<file path="src/rtl/sync_mon_pkg.sv">
package sync_mon_pkg;
  localparam int NUM_CH = 8;

  // Strobes passed from control to datapath each cycle
  typedef struct packed {
    logic [NUM_CH-1:0] restart;  // rising edge seen on a channel
    logic              capture;  // host read: load status into read data
  } monStrobes_t;
endpackage

</file>
<file path="src/rtl/sync_mon_ctrl.sv">
module sync_mon_ctrl
  import sync_mon_pkg::*;
(
  input  logic              clk,
  input  logic              rstN,
  input  logic [NUM_CH-1:0] syncIn,
  input  logic              rdEn,
  output monStrobes_t       strobes
);

  logic [NUM_CH-1:0] stage1, stage2, stage3;

  genvar gi;
  generate
    for (gi = 0; gi < NUM_CH; gi++) begin : g_chan
      always_ff @(posedge clk or negedge rstN) begin
        if (!rstN) begin
          stage1[gi] <= 1'b0;
          stage2[gi] <= 1'b0;
          stage3[gi] <= 1'b0;
        end else begin
          stage1[gi] <= syncIn[gi];
          stage2[gi] <= stage1[gi];
          stage3[gi] <= stage2[gi];
        end
      end

      assign strobes.restart[gi] = stage2[gi] & ~stage3[gi];

      // an edge produces a single-cycle restart
      p_edge_single_r6: assert property (@(posedge clk) disable iff (!rstN)
        strobes.restart[gi] |=> !strobes.restart[gi]);

      // a restart needs the input to have been high two edges earlier
      p_edge_source_r6: assert property (@(posedge clk) disable iff (!rstN)
        strobes.restart[gi] |-> $past(syncIn[gi], 2));
    end
  endgenerate

  assign strobes.capture = rdEn;

endmodule

</file>
<file path="src/rtl/sync_mon_dp.sv">
module sync_mon_dp
  import sync_mon_pkg::*;
#(
  parameter int LINE_CYCLES   = 1716,
  parameter int MARGIN_CYCLES = 4
) (
  input  logic              clk,
  input  logic              rstN,
  input  monStrobes_t       strobes,
  output logic [NUM_CH-1:0] rdData
);

  localparam int LIMIT = LINE_CYCLES + MARGIN_CYCLES;
  localparam int CW    = $clog2(LIMIT + 2);
  localparam logic [CW-1:0] EXPIRED = CW'(LIMIT + 1);

  logic [CW-1:0]     age [NUM_CH];
  logic [NUM_CH-1:0] lossFlags;

  genvar gi;
  generate
    for (gi = 0; gi < NUM_CH; gi++) begin : g_timer
      always_ff @(posedge clk or negedge rstN) begin
        if (!rstN) begin
          age[gi] <= EXPIRED;
        end else if (strobes.restart[gi]) begin
          age[gi] <= '0;
        end else if (age[gi] != EXPIRED) begin
          age[gi] <= age[gi] + 1'b1;
        end
      end

      assign lossFlags[gi] = (age[gi] == EXPIRED);

      // a restart leaves the flag clear on the next cycle
      p_restart_clears_r5: assert property (@(posedge clk) disable iff (!rstN)
        strobes.restart[gi] |=> !lossFlags[gi]);

      // a flag can only rise when no restart arrived in the previous cycle
      p_rise_no_edge_r4: assert property (@(posedge clk) disable iff (!rstN)
        $rose(lossFlags[gi]) |-> !$past(strobes.restart[gi]));

      // once the timer has expired it stays expired without an edge
      p_stay_set_r4: assert property (@(posedge clk) disable iff (!rstN)
        (lossFlags[gi] && !strobes.restart[gi]) |=> lossFlags[gi]);
    end
  endgenerate

  always_ff @(posedge clk or negedge rstN) begin
    if (!rstN) begin
      rdData <= '0;
    end else if (strobes.capture) begin
      rdData <= lossFlags;
    end
  end

  // read data holds without a read strobe
  p_rd_hold_r8: assert property (@(posedge clk) disable iff (!rstN)
    !strobes.capture |=> $stable(rdData));

  // a read loads the flags seen at that edge
  p_rd_load_r8: assert property (@(posedge clk) disable iff (!rstN)
    strobes.capture |=> rdData == $past(lossFlags));

endmodule

</file>
<file path="src/rtl/sync_loss_monitor.sv">
module sync_loss_monitor
  import sync_mon_pkg::*;
#(
  parameter int LINE_CYCLES   = 1716,
  parameter int MARGIN_CYCLES = 4
) (
  input  logic       clk,
  input  logic       rstN,
  input  logic [7:0] syncIn,
  input  logic       rdEn,
  output logic [7:0] rdData
);

  monStrobes_t strobes;

  sync_mon_ctrl u_ctrl (
    .clk     (clk),
    .rstN    (rstN),
    .syncIn  (syncIn),
    .rdEn    (rdEn),
    .strobes (strobes)
  );

  sync_mon_dp #(
    .LINE_CYCLES   (LINE_CYCLES),
    .MARGIN_CYCLES (MARGIN_CYCLES)
  ) u_dp (
    .clk     (clk),
    .rstN    (rstN),
    .strobes (strobes),
    .rdData  (rdData)
  );

endmodule

</file>
<file path="config.mk">
export PLATFORM = sky130hd
export DESIGN_NAME = sync_loss_monitor
export DESIGN_NICKNAME = d
export VERILOG_FILES = /design/src/rtl/sync_mon_pkg.sv /design/src/rtl/sync_mon_ctrl.sv /design/src/rtl/sync_mon_dp.sv /design/src/rtl/sync_loss_monitor.sv
export SDC_FILE = /design/constraint.sdc
export NUM_CORES = 1
export LEC_CHECK = 0
export ABC_AREA = 1
export ABC_CLOCK_PERIOD_IN_PS = 3300
export BUFFER_PORTS_ARGS = -buffer_cell sky130_fd_sc_hd__buf_2
export CORE_MARGIN = 4
export CORE_UTILIZATION = 50
export DETAILED_ROUTE_END_ITERATION = 10
export PLACE_DENSITY = 0.66
export SYNTH_ARGS = -nofsm -noshare
export SYNTH_HDL_FRONTEND = slang
export SYNTH_SLANG_ARGS = --single-unit
</file>
<file path="constraint.sdc">
create_clock -name clk -period 3.3 [get_ports clk]
set_input_delay 0.165 -clock clk [delete_from_list [all_inputs] [get_ports clk]]
set_output_delay 0.165 -clock clk [all_outputs]
set_load 0.05 [all_outputs]
</file>
==> flow_summary.json <==
{
  "arrival_ps": 1730,
  "final_hold_viol_count": 0,
  "critPathRequiredTime_ps": 3590,
  "p_leak_nw": 3.11,
  "cts-buffers-inserted": 17,
  "grt_pass1_vias": 4815,
  "globalRouteOverflowTotal": 0,
  "worst-setup-path-type": "flip-flop to flip-flop",
  "fin_ws_ps": 1860,
  "die_y_um": 119,
  "p_per_area_nw_per_um2": 610,
  "rrSetupSlack_ps": 1860,
  "num_rows": 40,
  "n_antenna_cell": 0,
  "dr.pass1.iters": 4,
  "cts_tree": "yes",
  "finalCritPeriodShare": 0.436,
  "place_ws_ps": 1870,
  "slew-limit-headroom": 0.524,
  "cp_max_fo": 5,
  "ctsRootBufferMaster": "clkbuf_16",
  "syn-num-nets": 778,
  "place_area_um2": 6420,
  "die-area_um2": 14100,
  "cp-start-kind": "flip-flop",
  "cts_buffer_depth": 2,
  "dp_hpwl_um": 7900,
  "cts_sinks": 120,
  "drt-total-wl_um": 11400,
  "rsz0062_at_grt": "false",
  "final_layout_size_suffix_gt1_frac": 0.172,
  "coreArea_um2": 12000,
  "initialDrtViolationCount": 312,
  "num_vias": 4847,
  "h-tree-depth": 4,
  "period_needed_ps": 1440,
  "post_cts_buffers": 0,
  "areaGrowthSynthToFinish_pct": 16.7,
  "clock_latency_ps": 410,
  "post_cts_resized": 0,
  "worstHoldPathType": "input port to flip-flop",
  "gp_congestion": 0.889,
  "path_clk_slew_ps": 50,
  "avgSynthCellArea_um2": 8.18,
  "via_per_inst": 5.08,
  "seq_area_frac_synth": 0.500,
  "n_fill_cell": 1032,
  "ant_nets": 0,
  "tightest_slew_ps": 715,
  "status": "completed",
  "port_buffers": 18,
  "design_area_um2": 7170,
  "clock.fmax_mhz": 695,
  "worstSetupEndpointType": "flip-flop",
  "drc": 0,
  "wl_per_cell_um": 12.0,
  "final_cell_mix": "nand2_1, nor2_1, inv_1, dfrtp_1, dfstp_2",
  "slew_violations": 0,
  "antenna_found_initial": 0,
  "drv_cap": 0,
  "worst_clock_skew_ps": 5.52,
  "ctsHoldBuffers": 9,
  "die_w_um": 119,
  "synthCells": 751,
  "grt_pass1_wl_um": 21100,
  "final.setup.tns_ps": 0,
  "synth_area_um2": 6140,
  "synth-seq-cells": 120,
  "mostFrequentLayoutCell": "nand2_1",
  "finalNetCount": 821,
  "setup_viol": 0,
  "synth_cell_type_count": 28,
  "grt_max_degree": 63,
  "yosys_warnings": 0,
  "start_util": 0.511,
  "gr-usage-all-layers": 0.181,
  "power_w": 0.00437,
  "io_pins": 19,
  "holdWs_ps": 15.8,
  "peakVddDrop_uv": 419
}
## cell families after synthesis
family / Yosys count / share of synthesized area
flops: 120 / 0.500
compound gates: 73 / 0.0627
fa+ha+maj: 16 / 0.0326
xor+xnor: 13 / 0.0185
buf+inv: 105 / 0.0648
simple gates: 424 / 0.321
## worst max-delay path, stage by stage (launching register included)
cell	delay, ps
dfstp_2	560
ha_1	230
nand3_1	150
nor2_2	160
xor2_1	160
nor2_1	50
## path summary, 6_finish.rpt
path                                  startpoint  cells past startpoint                to
worst max-delay path                u_dp.age[11]                      5      u_dp.age[17]
worst min-delay path                        rdEn                      2    u_dp.rdData[6]
worst max register to register      u_dp.age[11]                      5      u_dp.age[17]
worst min register to register  u_ctrl.stage1[4]                      0  u_ctrl.stage2[4]
max in group asynchronous                   rstN                      3      u_dp.age[48]
min in group asynchronous                   rstN                      2       u_dp.age[6]
## layer usage
layer  vias to the layer above  global-route usage  share of wire
li1                       2512                   -              -
met1                      2252               0.228           0.48
met2                        66               0.294           0.48
met3                        17              0.0513          0.030
met4                         0              0.0739          0.013
met5                         -                   0              0
## sequential cells by signal (all words and copies together) (netlist names)
| signal | flops |
|---|---|
| u_dp.rdData | 8 |
| u_ctrl.stage2 | 8 |
| u_dp.age | 88 |
| u_ctrl.stage1 | 8 |
| u_ctrl.stage3 | 8 |
## Yosys cell counts
library cell / n / area share
a21oi_1: 42 / 0.034
a21oi_2: 2 / 0.0029
a31oi_1: 2 / 0.0020
buf_2: 3 / 0.0024
clkbuf_1: 1 / 0.00061
clkinv_1: 4 / 0.0024
dfrtp_1: 64 / 0.26
dfstp_2: 56 / 0.24
ha_1: 16 / 0.033
inv_1: 97 / 0.059
nand2_1: 168 / 0.10
nand2_2: 2 / 0.0020
nand3_1: 52 / 0.042
nand3_2: 10 / 0.016
nand3b_1: 15 / 0.018
nand4_1: 28 / 0.029
nor2_1: 112 / 0.068
nor2_2: 8 / 0.0081
nor2_4: 8 / 0.015
nor3_1: 17 / 0.014
nor3_2: 3 / 0.0049
o21a_1: 3 / 0.0037
o21ai_0: 14 / 0.011
o21ai_1: 9 / 0.0073
o21bai_1: 1 / 0.0012
or2_2: 1 / 0.0010
xnor2_1: 1 / 0.0014
xor2_1: 12 / 0.017
## power by group
part	switching, W	leakage (nW)	internal, W
Clock	0.000652	0.309	0.00138
Sequential	0.000196	1.39	0.00166
Combinational	0.000275	1.41	0.000202
Total	0.00112	3.11	0.00325
## layout make-up
| type | instances | area (um^2) | area share |
|---|---|---|---|
| repair buffers | 28 | 203 | 0.0283 |
| flip-flops and latches | 120 | 3070 | 0.429 |
| clock buffers | 21 | 460 | 0.0642 |
| multi-input cells | 526 | 2670 | 0.373 |
| clock inverters | 11 | 195 | 0.0272 |
| well taps | 147 | 184 | 0.0257 |
| inverters | 101 | 379 | 0.0529 |
## stage by stage
step / std cells / util
finish: 954 / 0.597
global route: 954 / 0.597
CTS: 954 / 0.597
detailed placement: 913 / 0.535
global placement: 913 / 0.535
floorplan: 751 / -
No activity file was read; power rests on OpenSTA's default activity.
